<file path="src/rtl/dio_pkg.sv">
package dio_pkg;
    parameter int PORT_W     = 8;
    parameter int NUM_PORTS  = 6;
    parameter int EDGE_PORTS = 3;
    parameter int ADDR_W     = 4;
    parameter int SYNC_W     = PORT_W * NUM_PORTS;

    localparam logic [ADDR_W-1:0] OFF_PEND   = 4'd6;
    localparam logic [ADDR_W-1:0] OFF_PGLK   = 4'd7;
    localparam logic [ADDR_W-1:0] OFF_PAGED0 = 4'd8;
    localparam logic [ADDR_W-1:0] OFF_PGSEL  = 4'd15;

    typedef enum logic [1:0] {
        PG_NONE  = 2'd0,
        PG_POL   = 2'd1,
        PG_ENAB  = 2'd2,
        PG_IDENT = 2'd3
    } page_e;

    typedef struct packed {
        page_e                  page;
        logic [NUM_PORTS-1:0]   lock;
    } pagelock_t;

    function automatic logic [ADDR_W-1:0] data_off(input int p);
        return ADDR_W'(p);
    endfunction

    function automatic logic [ADDR_W-1:0] paged_off(input int p);
        return OFF_PAGED0 + ADDR_W'(p);
    endfunction

    function automatic logic [PORT_W-1:0] edge_hits(
        input logic [PORT_W-1:0] cur,
        input logic [PORT_W-1:0] prev,
        input logic [PORT_W-1:0] pol,
        input logic [PORT_W-1:0] en);
        return en & ((pol & cur & ~prev) | (~pol & ~cur & prev));
    endfunction
endpackage

</file>
<file path="src/rtl/dio_sync.sv">
module dio_sync #(
    parameter int W = 8
) (
    input  logic         clk,
    input  logic         rst,
    input  logic [W-1:0] async_in,
    output logic [W-1:0] sync_out
);
    logic [W-1:0] stage1;
    logic [W-1:0] stage2;

    always_ff @(posedge clk) begin
        if (rst) begin
            stage1 <= '0;
            stage2 <= '0;
        end else begin
            stage1 <= async_in;
            stage2 <= stage1;
        end
    end

    assign sync_out = stage2;
endmodule

</file>
<file path="src/rtl/dio_out_port.sv">
module dio_out_port
    import dio_pkg::*;
(
    input  logic              clk,
    input  logic              rst,
    input  logic              wr,
    input  logic              locked,
    input  logic [PORT_W-1:0] wdata,
    output logic [PORT_W-1:0] pull_low
);
    always_ff @(posedge clk) begin
        if (rst)
            pull_low <= '0;
        else if (wr && !locked)
            pull_low <= wdata;
    end


    locked_write_ignored_chk: assert property (@(posedge clk) disable iff (rst)
        (wr && locked) |=> $stable(pull_low));
endmodule

</file>
<file path="src/rtl/dio_edge_port.sv">
module dio_edge_port
    import dio_pkg::*;
(
    input  logic              clk,
    input  logic              rst,
    input  logic [PORT_W-1:0] cur,
    input  logic              wr_pol,
    input  logic              wr_enab,
    input  logic              wr_ident,
    input  logic [PORT_W-1:0] wdata,
    output logic [PORT_W-1:0] pol,
    output logic [PORT_W-1:0] enab,
    output logic [PORT_W-1:0] ident
);
    logic [PORT_W-1:0] prev;
    logic [PORT_W-1:0] hit;

    assign hit = edge_hits(cur, prev, pol, enab);

    always_ff @(posedge clk) begin
        if (rst) begin
            prev  <= '0;
            pol   <= '0;
            enab  <= '0;
            ident <= '0;
        end else begin
            prev <= cur;
            if (wr_pol)  pol  <= wdata;
            if (wr_enab) enab <= wdata;
            if (wr_ident)
                ident <= (ident & wdata) | hit;
            else
                ident <= ident | hit;
        end
    end


    edge_beats_clear_chk: assert property (@(posedge clk) disable iff (rst)
        (hit != '0) |=> ((ident & $past(hit)) == $past(hit)));


    no_spurious_capture_chk: assert property (@(posedge clk) disable iff (rst)
        ((ident & ~$past(ident) & ~$past(hit)) == '0));
endmodule

</file>
<file path="src/rtl/dio_edge_ctrl.sv">
module dio_edge_ctrl
    import dio_pkg::*;
(
    input  logic                       clk,
    input  logic                       rst,
    input  logic [ADDR_W-1:0]          bus_addr,
    input  logic                       bus_wr,
    input  logic [PORT_W-1:0]          bus_wdata,
    output logic [PORT_W-1:0]          bus_rdata,
    input  logic [SYNC_W-1:0]          pin_in,
    output logic [SYNC_W-1:0]          pin_pull_low,
    output logic                       irq
);
    pagelock_t              pglk;
    logic [SYNC_W-1:0]      pin_s;
    logic [PORT_W-1:0]      pol_r   [EDGE_PORTS];
    logic [PORT_W-1:0]      enab_r  [EDGE_PORTS];
    logic [PORT_W-1:0]      ident_r [EDGE_PORTS];
    logic [EDGE_PORTS-1:0]  pend;
    logic                   ident_wr_any;

    dio_sync #(.W(SYNC_W)) u_sync (
        .clk      (clk),
        .rst      (rst),
        .async_in (pin_in),
        .sync_out (pin_s)
    );

    always_ff @(posedge clk) begin
        if (rst) begin
            pglk <= '{page: PG_NONE, lock: '0};
        end else if (bus_wr && bus_addr == OFF_PGLK) begin
            pglk <= pagelock_t'(bus_wdata);
        end else if (bus_wr && bus_addr == OFF_PGSEL) begin
            pglk.page <= page_e'(bus_wdata[1:0]);
        end
    end

    for (genvar p = 0; p < NUM_PORTS; p++) begin : g_out
        dio_out_port u_out (
            .clk      (clk),
            .rst      (rst),
            .wr       (bus_wr && bus_addr == data_off(p)),
            .locked   (pglk.lock[p]),
            .wdata    (bus_wdata),
            .pull_low (pin_pull_low[p*PORT_W +: PORT_W])
        );
    end

    logic [EDGE_PORTS-1:0] ident_wr_vec;

    for (genvar p = 0; p < EDGE_PORTS; p++) begin : g_edge
        logic paged_hit;
        assign paged_hit = bus_wr && bus_addr == paged_off(p);
        assign ident_wr_vec[p] = paged_hit && pglk.page == PG_IDENT;

        dio_edge_port u_edge (
            .clk      (clk),
            .rst      (rst),
            .cur      (pin_s[p*PORT_W +: PORT_W]),
            .wr_pol   (paged_hit && pglk.page == PG_POL),
            .wr_enab  (paged_hit && pglk.page == PG_ENAB),
            .wr_ident (ident_wr_vec[p]),
            .wdata    (bus_wdata),
            .pol      (pol_r[p]),
            .enab     (enab_r[p]),
            .ident    (ident_r[p])
        );
        assign pend[p] = |ident_r[p];
    end

    assign ident_wr_any = |ident_wr_vec;
    assign irq = |pend;

    always_comb begin
        bus_rdata = '0;
        for (int p = 0; p < NUM_PORTS; p++) begin
            if (bus_addr == data_off(p))
                bus_rdata = ~pin_s[p*PORT_W +: PORT_W];
        end
        for (int p = 0; p < EDGE_PORTS; p++) begin
            if (bus_addr == paged_off(p)) begin
                case (pglk.page)
                    PG_POL:   bus_rdata = pol_r[p];
                    PG_ENAB:  bus_rdata = enab_r[p];
                    PG_IDENT: bus_rdata = ident_r[p];
                    default:  bus_rdata = '0;
                endcase
            end
        end
        if (bus_addr == OFF_PEND)
            bus_rdata = PORT_W'(pend);
        if (bus_addr == OFF_PGLK)
            bus_rdata = pglk;
    end


    pgsel_keeps_lock_chk: assert property (@(posedge clk) disable iff (rst)
        (bus_wr && bus_addr == OFF_PGSEL) |=> $stable(pglk.lock));


    irq_fall_needs_clear_chk: assert property (@(posedge clk) disable iff (rst)
        $fell(irq) |-> $past(ident_wr_any));


    page0_paged_stable_chk: assert property (@(posedge clk) disable iff (rst)
        (bus_wr && pglk.page == PG_NONE) |=> ($stable(pol_r[0]) && $stable(enab_r[0])));
endmodule

</file>
<file path="config.mk">
export PLATFORM = sky130hd
export DESIGN_NAME = dio_edge_ctrl
export DESIGN_NICKNAME = d
export VERILOG_FILES = /design/src/rtl/dio_pkg.sv /design/src/rtl/dio_sync.sv /design/src/rtl/dio_out_port.sv /design/src/rtl/dio_edge_port.sv /design/src/rtl/dio_edge_ctrl.sv
export SDC_FILE = /design/constraint.sdc
export NUM_CORES = 1
export LEC_CHECK = 0
export BUFFER_PORTS_ARGS = -buffer_cell sky130_fd_sc_hd__buf_2
export CAP_MARGIN = 30
export CORE_MARGIN = 4
export CORE_UTILIZATION = 50
export CTS_CLUSTER_DIAMETER = 30
export DETAILED_ROUTE_END_ITERATION = 8
export PLACE_DENSITY = 0.7
export REMOVE_ABC_BUFFERS = 1
export SYNTH_ARGS = -nofsm -noshare
export SYNTH_HDL_FRONTEND = slang
export SYNTH_SLANG_ARGS = --single-unit
</file>
<file path="constraint.sdc">
create_clock -name clk -period 3.5 [get_ports clk]
set_input_delay 0.35 -clock clk [delete_from_list [all_inputs] [get_ports clk]]
set_output_delay 0.35 -clock clk [all_outputs]
set_load 0.03 [all_outputs]
</file>
# Word-level counts from Yosys, hierarchy flattened
# Index checks and enable logic that the tools add are counted.
# totals
ff_bits	248
inputBits	63
output_inout_bits	57
word_cells	132
# classes
eq_ne	14
n_mux	19
n_bitwise	39
reduce_logical	38
# ops
cell	count
$and 8x8->8	18
$mux 8	14
$not 8->8	12
$or 8x8->8	9
$pmux 8 s3	3
$logic_and 1x1->1	26
$reduce_or 24->1	1
$reduce_or 8->1	3
$eq 4x3->1 const B	4
$eq 4x4->1 const B	4
$eq 4x2->1 const B	2
$logic_not 1->1	6
$eq 2x2->1 const B	2
$eq 4x1->1 const B	1
$logic_not 4->1	1
$mux 2	2
$eq 2x1->1 const B	1
$reduce_bool 2->1	1

# Depth between registers and ports, before layout
# Gate-level depths: netlist of run 1.
# logic_depth
ltp_word	12
depth_mapped	8
mapped_depth_nobuf	5

# Modules after synthesis
# A second synthesis of run 1 with hierarchy kept.
# hier_totals
hier_cells	1007
area_unflattened_um2	10248.6
# by_module_without_submodules
mod	instances	cells_each	area_each_um2	seq_area_each_um2
dio_edge_port	3	118	1234.9	640.6
dio_sync	1	202	2600.0	1921.8
dio_out_port	6	34	359.1	160.2
dio_edge_ctrl	1	247	1789.2	160.2

# Least setup slack after synthesis of run 1
# No wires, ideal clock.
# synth_path
path_type	input-to-output
start	input bus_addr[0]
end	output bus_rdata[7]
arrival_time_ns	2.039
required_time_ns	3.150
slack_ns	1.111
stages	6
n_path_buf	2
path_cell_list	clkbuf_1 buf_2 mux2_2 a21oi_1 a21oi_1 o31ai_1
# synth_between
elab_chain_len	12
word_cells_on_any_way	22
classes_between	10 x eq/ne; 11 x mux; 1 x reduce/logical
# synth_rtl
item	line_no	text
start, declared	dio_edge_ctrl.sv:6	input logic [ADDR_W-1:0] bus_addr,
$logic_not 4->1	dio_edge_ctrl.sv:78	if (bus_addr == data_off(p))
$mux 8 (6 in series)	dio_edge_ctrl.sv:78	
$mux 8 (3 in series)	dio_edge_ctrl.sv:82	if (bus_addr == paged_off(p)) begin
$mux 8	dio_edge_ctrl.sv:91	if (bus_addr == OFF_PEND)
$mux 8 (*)	dio_edge_ctrl.sv:93	if (bus_addr == OFF_PGLK)
end, declared	dio_edge_ctrl.sv:9	output logic [PORT_W-1:0] bus_rdata,
# Every way passes the cells marked *; elsewhere a longest branch is shown, timed or not.

# Worst setup path in the final report of run 1
# layout_path
start	register pglk[6] (netlist bit)
end	output bus_rdata[3]
# layout_between
elab_chain_len	7
word_cells_on_any_way	11
classes_between	3 x eq/ne; 8 x mux
# layout_rtl
item	line_no	text
start, declared	dio_edge_ctrl.sv:14	pagelock_t pglk;
start signal, assigned	dio_edge_ctrl.sv:31	pglk <= '{page: PG_NONE, lock: '0};
start signal, assigned	dio_edge_ctrl.sv:33	pglk <= pagelock_t'(bus_wdata);
$eq 2x2->1 / $eq 2x1->1 (equally long branches)	dio_edge_ctrl.sv:83	case (pglk.page)
$pmux 8 s3	dio_edge_ctrl.sv:83	
$mux 8 (2 in series)	dio_edge_ctrl.sv:82	
$mux 8 (*)	dio_edge_ctrl.sv:82	
$mux 8 (*)	dio_edge_ctrl.sv:91	
$mux 8 (*)	dio_edge_ctrl.sv:93	
# Marks and branches as above.

==> results of run 1 <==
==> logic make-up after synthesis <==
group / Yosys count
simple gates: 409
compound gates: 248
flops: 248
mux: 89
buf+inv: 82
==> report_power, final <==
part | switching (mW) | internal, mW
Combinational | 0.236 | 0.129
Clock | 1.35 | 2.51
Sequential | 0.0332 | 2.90
Total | 1.62 | 5.53
==> synth_stat cells, types with 6 or more instances <==
cell type / n
nand3_1: 16
nor4_1: 7
a21oi_1: 88
nor2_1: 104
mux2i_1: 66
o21ai_0: 97
mux2_2: 22
nor2b_1: 125
buf_2: 15
clkbuf_1: 55
a211oi_1: 7
inv_1: 6
dfxtp_1: 248
a22oi_1: 11
nand2b_1: 8
nand2_1: 125
a221oi_1: 10
==> worst paths after layout <==
kind                                start                                    to  slack [ns]  cells past startpoint
min reg2reg  u_sync.stage1[38]$_SDFF_PP0_        u_sync.sync_out[38]$_SDFF_PP0_        0.43                      1
min                            pin_in[18]          u_sync.stage1[18]$_SDFF_PP0_        0.05                      2
max                  pglk[6]$_SDFFE_PP0P_                          bus_rdata[3]        0.31                      7
max reg2reg          pglk[6]$_SDFFE_PP0P_  g_edge[1].u_edge.pol[6]$_SDFFE_PP0P_        1.03                      6
==> worst register-to-register path: stages (launching register included) <==
cell and delay, ns:
dfxtp_1 0.63, nor2b_1 0.19, buf_4 0.27, nand2_1 0.27, nor2_1 0.74, nand2_1 0.13
a21oi_1 0.16
==> through the flow <==
step           std cells  worst slack [ns]  utilization [%]  power, mW
5_1_grt             1464             0.167             62.3       7.39
2_1_floorplan       1000             0.114                -       3.15
4_1_cts             1464             0.314             62.3       7.22
3_3_place_gp        1395             0.660             55.2       3.34
3_5_place_dp        1395             0.668             55.2       3.35
6_report            1464             0.307             62.3       7.15
==> state kept, by name, summed over array words and instances (netlist names) <==
| signal | cells |
|---|---|
| g_out.u_out.pull_low | 48 |
| g_edge.u_edge.prev | 24 |
| g_edge.u_edge.ident | 24 |
| u_sync.sync_out | 48 |
| g_edge.u_edge.enab | 24 |
| g_edge.u_edge.pol | 24 |
| u_sync.stage1 | 48 |
| pglk | 8 |
==> per-layer routing <==
metal | vias to the layer above | wire length (um) | track usage [%]
met5 | - | 0 | 0
met4 | 0 | 746 | 8.57
met3 | 56 | 2410 | 4.94
met2 | 360 | 11600 | 36.0
met1 | 3710 | 10800 | 31.1
li1 | 3889 | - | -
==> layout make-up <==
cell class / instances / share of cell area [%]
inverters: 6 / 0.192
clock inverters: 22 / 2.38
multi-input cells: 746 / 37.0
repair buffers: 135 / 6.26
well taps: 260 / 2.77
flip-flops and latches: 248 / 42.3
clock buffers: 47 / 9.10
==> flow_summary.yaml, run 1 <==
run_status:
  status: "complete, no violations"
global_route:
  grt_pass1_vias: 7404
  grt_max_degree: 101
  grt_pass1_wl_um: 40000
  grtUsageTotal_pct: 22.9
  antenna_found_initial: 0
  grt_overflow: 0
finish:
  nets: 1239
  stdcell_area_um2: 11700
  final_layout_size_suffix_gt1_share_pct: 18.6
  num_antenna_cells: 0
  seq_area_um2: 4960
  area_growth_pct: 21.6
  multiInputGateArea_um2: 4340
  fill_cells: 1608
  final_common_cell: "dfxtp_1"
  layout_common_cells: "248 x dfxtp_1, 125 x nor2b_1, 125 x nand2_1"
clock_network:
  clock-sinks: 248
  ctsResizeCount: 0
  clk_latency_ns: 0.51
  postCtsSetupRepairBufs: 0
  cts_buffer_depth: 3
  numCtsBuffers: 39
  clockRootBuffer: "clkbuf_16"
  cts_hold_buf: 0
  htreeDepth: 2
  path_clk_slew_ns: 0.05
  cts_tree: "yes"
power:
  power.leakage_nw: 4.86
  vdd_drop_max_mv: 0.347
  p_per_area_nw_per_um2: 609
yosys:
  synth-simple-area-share_pct: 20.5
  synth-compound-area-share_pct: 14.8
  synth_seq_cells: 248
  ys_types: 54
  synth_cells: 1076
  synth_top_cell_area_share_pct: 51.4
  synthTopCellsByArea: "dfxtp_1 51%, nor2b_1 8.1%, mux2i_1 6.8%, o21ai_0 5.0%, nand2_1 4.9%"
  synth-seq-area-share_pct: 51.4
  synth-edff-count: 0
  synth_area_per_cell_um2: 8.97
  synth_top_family_by_area: "simple AND/OR/NAND/NOR gates"
  yosysWarnings: 0
  synthMuxAreaShare_pct: 9.64
  syn_area_um2: 9650
  async_flop_share_pct: 0
  synthXorXnorAreaFrac_pct: 0
  synth_largest_area_cell: "dfxtp_1"
  ys.flop_type: "dfxtp_1"
  synth_adder_area_share_pct: 0
setup_path:
  cp-start-kind: "flop"
  critical-path-top-delay-family: "compound AO/OA/AOI/OAI gates"
  crit_type: "reg2out"
  crit_path_max_incr_delay_ns: 0.63
  crit_path_top_delay_cell: "dfxtp_1"
  endpoint_kind: "primary output"
  path_cells: "buf_4, mux2_2, a22oi_1, o22ai_1, a211oi_1, o21ai_0, buf_2"
  cp_data_required_time_ns: 3.15
  crit_buf_inv: 2
  worstPathMaxFanout: 20
  arrival_ns: 2.84
floorplan:
  die_w_um: 147
  core_um2: 18800
  start_util_pct: 51.3
  row_count: 50
  io_pins: 120
  die_h_um: 147
  dieArea_um2: 21600
sta:
  slew_headroom_pct: 42.3
  tns_ns: 0
  tightest_slew_ns: 0.862
  timing.fmax_mhz: 313
  period_needed_ns: 3.19
  setup_violations: 0
  finClkSkew_ns: 0.0125
  rsz0062_at_grt: "false"
  hold_viol_final: 0
  hold_ws_ns: 0.0509
  slew_viol_final: 0
  fin_crit_sh_pct: 91.2
drt:
  avgRoutedWirePerCell_um: 17.5
  wirelength_um: 25600
  first_pass_iters: 6
  vias: 8015
  via_per_inst: 5.47
  drtIter0Drc: 879
  ant_nets: 0
  drc: 0
run:
  maxCapViolCount: 0
place:
  placedInstanceArea_um2: 10400
  portBuffers: 119
  hpwl_um: 16800
  place_congestion: 0.935
min_path:
  hp-class: "in2reg"
No activity file was read; power rests on OpenSTA's default activity.
==> run 2: changes to the inputs <==
- PLACE_DENSITY: 0.7 -> 0.73
- clock period: 3.5 -> 2.7 ns (I/O delays scaled with it)
==> run 2 against run 1 <==
Effect of this change: die area stayed put; sequential cell count is the same; the flow now finishes with violations (negative hold slack); largest cell class unchanged; highest routed layer unchanged; sequential power grew 30%; largest power group unchanged.
==> flow_summary.yaml, run 2 (synthesis gave the netlist of run 1 again) <==
clock_network:
  clock-sinks: 248
  path_clk_slew_ns: 0.05
  postCtsSetupRepairBufs: 0
  clk_latency_ns: 0.52
  clockRootBuffer: "clkbuf_16"
  numCtsBuffers: 43
  cts_tree: "yes"
  htreeDepth: 2
  cts_buffer_depth: 3
finish:
  fill_cells: 1486
  seq_area_um2: 4970
  final_common_cell: "dfxtp_1"
  nets: 1304
  final_core_util_pct: 67.0
  area_growth_pct: 30.7
  multiInputGateArea_um2: 4390
  layout_common_cells: "247 x dfxtp_1, 125 x nand2_1, 124 x nor2b_1"
  num_antenna_cells: 0
  final_layout_size_suffix_gt1_share_pct: 20.3
setup_path:
  worstPathMaxFanout: 11
  crit_type: "reg2out"
  crit_path_max_incr_delay_ns: 0.43
  path_cells: "buf_12, mux2i_1, a2111oi_1, nor2_1, a311o_1, nand4_1, clkbuf_4"
  cp_data_required_time_ns: 2.43
  cp-start-kind: "flop"
  crit_path_top_delay_cell: "a2111oi_1"
  arrival_ns: 2.39
  endpoint_kind: "primary output"
sta:
  tightest_slew_ns: 0.689
  fin_crit_sh_pct: 98.4
  rsz0062_at_grt: "true"
  setup_violations: 0
  setup_ws_ns: 0.0439
  finClkSkew_ns: 0.00996
  slew_viol_final: 0
  hold_viol_final: 1
  period_needed_ns: 2.66
  slew_headroom_pct: 53.6
  timing.fmax_mhz: 376
  hold_ws_ns: -0.00508
drt:
  drtIter0Drc: 827
  vias: 8309
  drc: 0
  first_pass_iters: 5
  avgRoutedWirePerCell_um: 17.2
  wirelength_um: 26400
  ant_nets: 0
  via_per_inst: 5.41
global_route:
  grt_max_degree: 100
  grt_pass1_wl_um: 41600
  antenna_found_initial: 0
  grtUsageTotal_pct: 23.7
  grt_overflow: 0
  grt_pass1_vias: 7899
run:
  maxCapViolCount: 0
power:
  vdd_drop_max_mv: 0.493
  power_mw: 9.88
  p_per_area_nw_per_um2: 783
  power.leakage_nw: 5.23
floorplan:
  row_count: 50
  die_w_um: 147
  die_h_um: 147
  start_util_pct: 51.3
  io_pins: 120
  dieArea_um2: 21600
  core_um2: 18800
min_path:
  hp-class: "in2reg"
place:
  place_congestion: 0.933
  dp_slack_ns: 0.404
  portBuffers: 119
  hpwl_um: 16900
run_status:
  status: "complete, but fails checks"
  violations: "negative hold slack"
run 2: critical path: cells and delay by family, from the launching register on:
kind,cells,cell delay [ns]
AOI/OAI and AO/OA,2,0.75
buffers and inverters,2,0.39
DFF,1,0.42
muxes,1,0.09
and+or+nand+nor,2,0.23
run 2: what timing repair did:
| action | in CTS | in global routing |
|---|---|---|
| hold buffers | 47 | 0 |
| resized for setup | 2 | 18 |
| cloned | 0 | 1 |
| endpoints found under the hold margin | 47 | 0 |
| setup endpoints to repair | 3 | 5 |
| pin swaps | 0 | 3 |
run 2: metrics by stage:
step,hold WS (ns),cell area (um2),cells,setup TNS [ns]
floorplan,0.339,9330,1000,-7.91
global placement,0.419,10500,1408,0
detailed placement,0.420,10500,1408,0
CTS,0.00202,12500,1535,0
global route,0.0105,12600,1536,-0.0537
finish,-0.00508,12600,1536,0
run 2: final timing paths:
kind	start	end	slack [ns]	cells past startpoint
hold reg to reg	u_sync.stage1[20]$_SDFF_PP0_	u_sync.sync_out[20]$_SDFF_PP0_	0.43	1
hold / removal	pin_in[6]	u_sync.stage1[6]$_SDFF_PP0_	-0.005	2
setup reg to reg	pglk[7]$_SDFFE_PP0P_	g_edge[1].u_edge.enab[0]$_SDFFE_PP0P_	0.51	6
setup / recovery	pglk[6]$_SDFFE_PP0P_	bus_rdata[1]	0.04	7
run 2: final cells by class:
cell class | count | area share, %
clock inverters | 31 | 2.99
well taps | 260 | 2.58
repair buffers | 196 | 11.0
inverters | 6 | 0.179
flip-flops and latches | 248 | 39.4
multi-input cells | 746 | 34.8
clock buffers | 49 | 9.11
run 2: where the power goes:
| part | switching, mW | leakage [nW] | internal (mW) |
|---|---|---|---|
| Sequential | 0.0451 | 2.02 | 3.75 |
| Combinational | 0.325 | 2.48 | 0.232 |
| Clock | 1.92 | 0.731 | 3.60 |
run 2: per-layer routing:
metal  global-route usage, %  part of all wire (%)  vias to the layer above
met5                       0                     0                        -
met4                    9.65                   3.4                        0
met3                    6.20                   8.4                       65
met2                    38.1                    46                      387
met1                    30.5                    43                     3840
li1                        -                     -                     4017
==> run 3: changes to the inputs <==
- PLACE_DENSITY: 0.73 -> 0.77
- REMOVE_ABC_BUFFERS: 1 -> default
==> run 3 against run 2 <==
Effect of this change: the flow now finishes without violations; combinational power shrank 0.9%; clock power down 4.3%; sequential share of layout area rose by 0.67 points; fmax increased by 1.1%; clock-buffer cell count is 7 lower; sequential cell count is the same; hold slack gained 0.0082 ns; clock skew increased by 0.0050 ns; sequential power hardly changed; die area is the same; first-iteration DRC count shrank 13%; critical endpoint unchanged; largest cell class unchanged.
==> flow_summary.yaml, run 3 (synthesis gave the netlist of run 1 again) <==
power:
  power.leakage_nw: 5.14
  vdd_drop_max_mv: 0.530
  power_mw: 9.64
  p_per_area_nw_per_um2: 777
global_route:
  met3_usage_pct: 4.90
  grtUsageTotal_pct: 23.8
  antenna_found_initial: 0
  busiest_layer: "met2"
  grt_pass1_wl_um: 42100
  use_met2_pct: 37.7
  grt_max_degree: 103
  use_met1_pct: 32.5
  grt_overflow: 0
  grt_pass1_vias: 7916
setup_path:
  critPathCapture: "bus_rdata[1]"
  endpoint_kind: "primary output"
  worst_r2r_startpoint: "pglk[7]$_SDFFE_PP0P_"
  rr_worst_depth: 7
  reg2reg_setup_slack_ns: 0.61
  path_cells: "buf_8, a21oi_1, a2111oi_2, nor2_1, a311o_1, nand4_1, clkbuf_4"
  crit_type: "reg2out"
  critical-path-top-delay-family: "compound AO/OA/AOI/OAI gates"
  cp.depth: 7
  crit_buf_inv: 2
  cp_data_required_time_ns: 2.43
  arrival_ns: 2.36
  r2r_end: "g_edge[0].u_edge.pol[6]$_SDFFE_PP0P_"
  cp-start-kind: "flop"
  crit_path_max_incr_delay_ns: 0.44
  crit_path_top_delay_cell: "dfxtp_1"
  cp-startpoint: "pglk[7]$_SDFFE_PP0P_"
  worstPathMaxFanout: 20
finish:
  stdcell_area_um2: 12400
  seq_area_um2: 4970
  layout_common_cells: "247 x dfxtp_1, 125 x nor2b_1, 125 x nand2_1"
  final_common_cell: "dfxtp_1"
  final_core_util_pct: 65.9
  area_growth_pct: 28.5
  num_antenna_cells: 0
  nets: 1297
  final_layout_size_suffix_gt1_share_pct: 20.0
  fill_cells: 1471
  multiInputGateArea_um2: 4380
clock_network:
  cts_tree: "yes"
  clk_latency_ns: 0.51
  cts_buffer_depth: 3
  clock-sinks: 248
  htreeDepth: 2
  numCtsBuffers: 40
  path_clk_slew_ns: 0.05
  postCtsSetupRepairBufs: 0
  clockRootBuffer: "clkbuf_16"
floorplan:
  start_util_pct: 51.3
  dieArea_um2: 21600
  io_pins: 120
  row_count: 50
  die_h_um: 147
  die_w_um: 147
  core_um2: 18800
drt:
  via_per_inst: 5.42
  drtIter0Drc: 718
  avgRoutedWirePerCell_um: 17.1
  ant_nets: 0
  wirelength_um: 26100
  drc: 0
  first_pass_iters: 6
  vias: 8267
place:
  placedInstanceArea_um2: 10500
  hpwl_um: 17300
  portBuffers: 119
  place_congestion: 0.987
sta:
  period_needed_ns: 2.63
  finClkSkew_ns: 0.0150
  fin_crit_sh_pct: 97.4
  tightest_slew_ns: 0.765
  hold_viol_final: 0
  slew_viol_final: 0
  hold_ws_ns: 0.00309
  setup_violations: 0
  slew_headroom_pct: 49.0
  timing.fmax_mhz: 380
yosys:
  synth_nets: 1139
min_path:
  hold_depth: 2
  hp-class: "in2reg"
run_status:
  status: "complete, no violations"
run:
  maxCapViolCount: 0
==> run 3: changes by cell type in the layout (fill, tap and decap cells not counted), sizes merged <==
cell / previous run / this run
clkbuf: 52 / 43
clkinv: 13 / 5
inv: 12 / 19
dlygate4sd3: 47 / 42
buf: 146 / 149
bufinv: 5 / 6
==> run 3: worst min-delay path by stage <==
stage | from | end | slack, ns
6_report | pin_in[24] | u_sync.stage1[24]$_SDFF_PP0_ | 0.003
5_1_grt | pin_in[44] | u_sync.stage1[44]$_SDFF_PP0_ | 0.008
4_1_cts | pin_in[24] | u_sync.stage1[24]$_SDFF_PP0_ | 0.002
3_5_place_dp | u_sync.stage1[37]$_SDFF_PP0_ | u_sync.sync_out[37]$_SDFF_PP0_ | 0.42
3_3_place_gp | u_sync.stage1[20]$_SDFF_PP0_ | u_sync.sync_out[20]$_SDFF_PP0_ | 0.42
2_1_floorplan | pin_in[0] | u_sync.stage1[0]$_SDFF_PP0_ | 0.40
==> run 3: stage by stage <==
stage / setup WS (ns) / cells / TNS [ns]
after floorplan: 0.446 / 1076 / 0
after global routing: -0.00319 / 1525 / -0.00319
after global placement: 0.316 / 1410 / 0
after detailed placement: 0.323 / 1410 / 0
after CTS: 0.0111 / 1524 / 0
final: 0.0715 / 1525 / 0
==> run 3: timing repair <==
action / 4_1_cts / 5_1_grt
endpoints found under the hold margin: 41 / 1
hold buffers: 41 / 1
endpoints found under the setup margin: 3 / 5
gates resized for setup: 3 / 10
pin swaps: 0 / 0
==> run 3: final cells by class <==
| cell class | count | share of cell area, % |
|---|---|---|
| Clock buffer | 42 | 8.30 |
| Clock inverter | 31 | 3.15 |
| Inverter | 6 | 0.182 |
| Multi-Input combinational cell | 746 | 35.3 |
| Sequential cell | 248 | 40.0 |
| Tap cell | 260 | 2.62 |
| Timing Repair Buffer | 192 | 10.4 |
==> run 3: routing by layer <==
layer | up-vias | share of wire, %
li1 | 3993 | -
met4 | 0 | 2.6
met2 | 362 | 45
met1 | 3848 | 44
met3 | 64 | 8.1
met5 | - | 0
==> run 3: power by group <==
| part | switching [mW] | total [mW] | internal (mW) |
|---|---|---|---|
| clock network | 1.86 | 5.29 | 3.42 |
| registers | 0.0450 | 3.80 | 3.75 |
| logic | 0.328 | 0.552 | 0.225 |
| total | 2.24 | 9.64 | 7.40 |
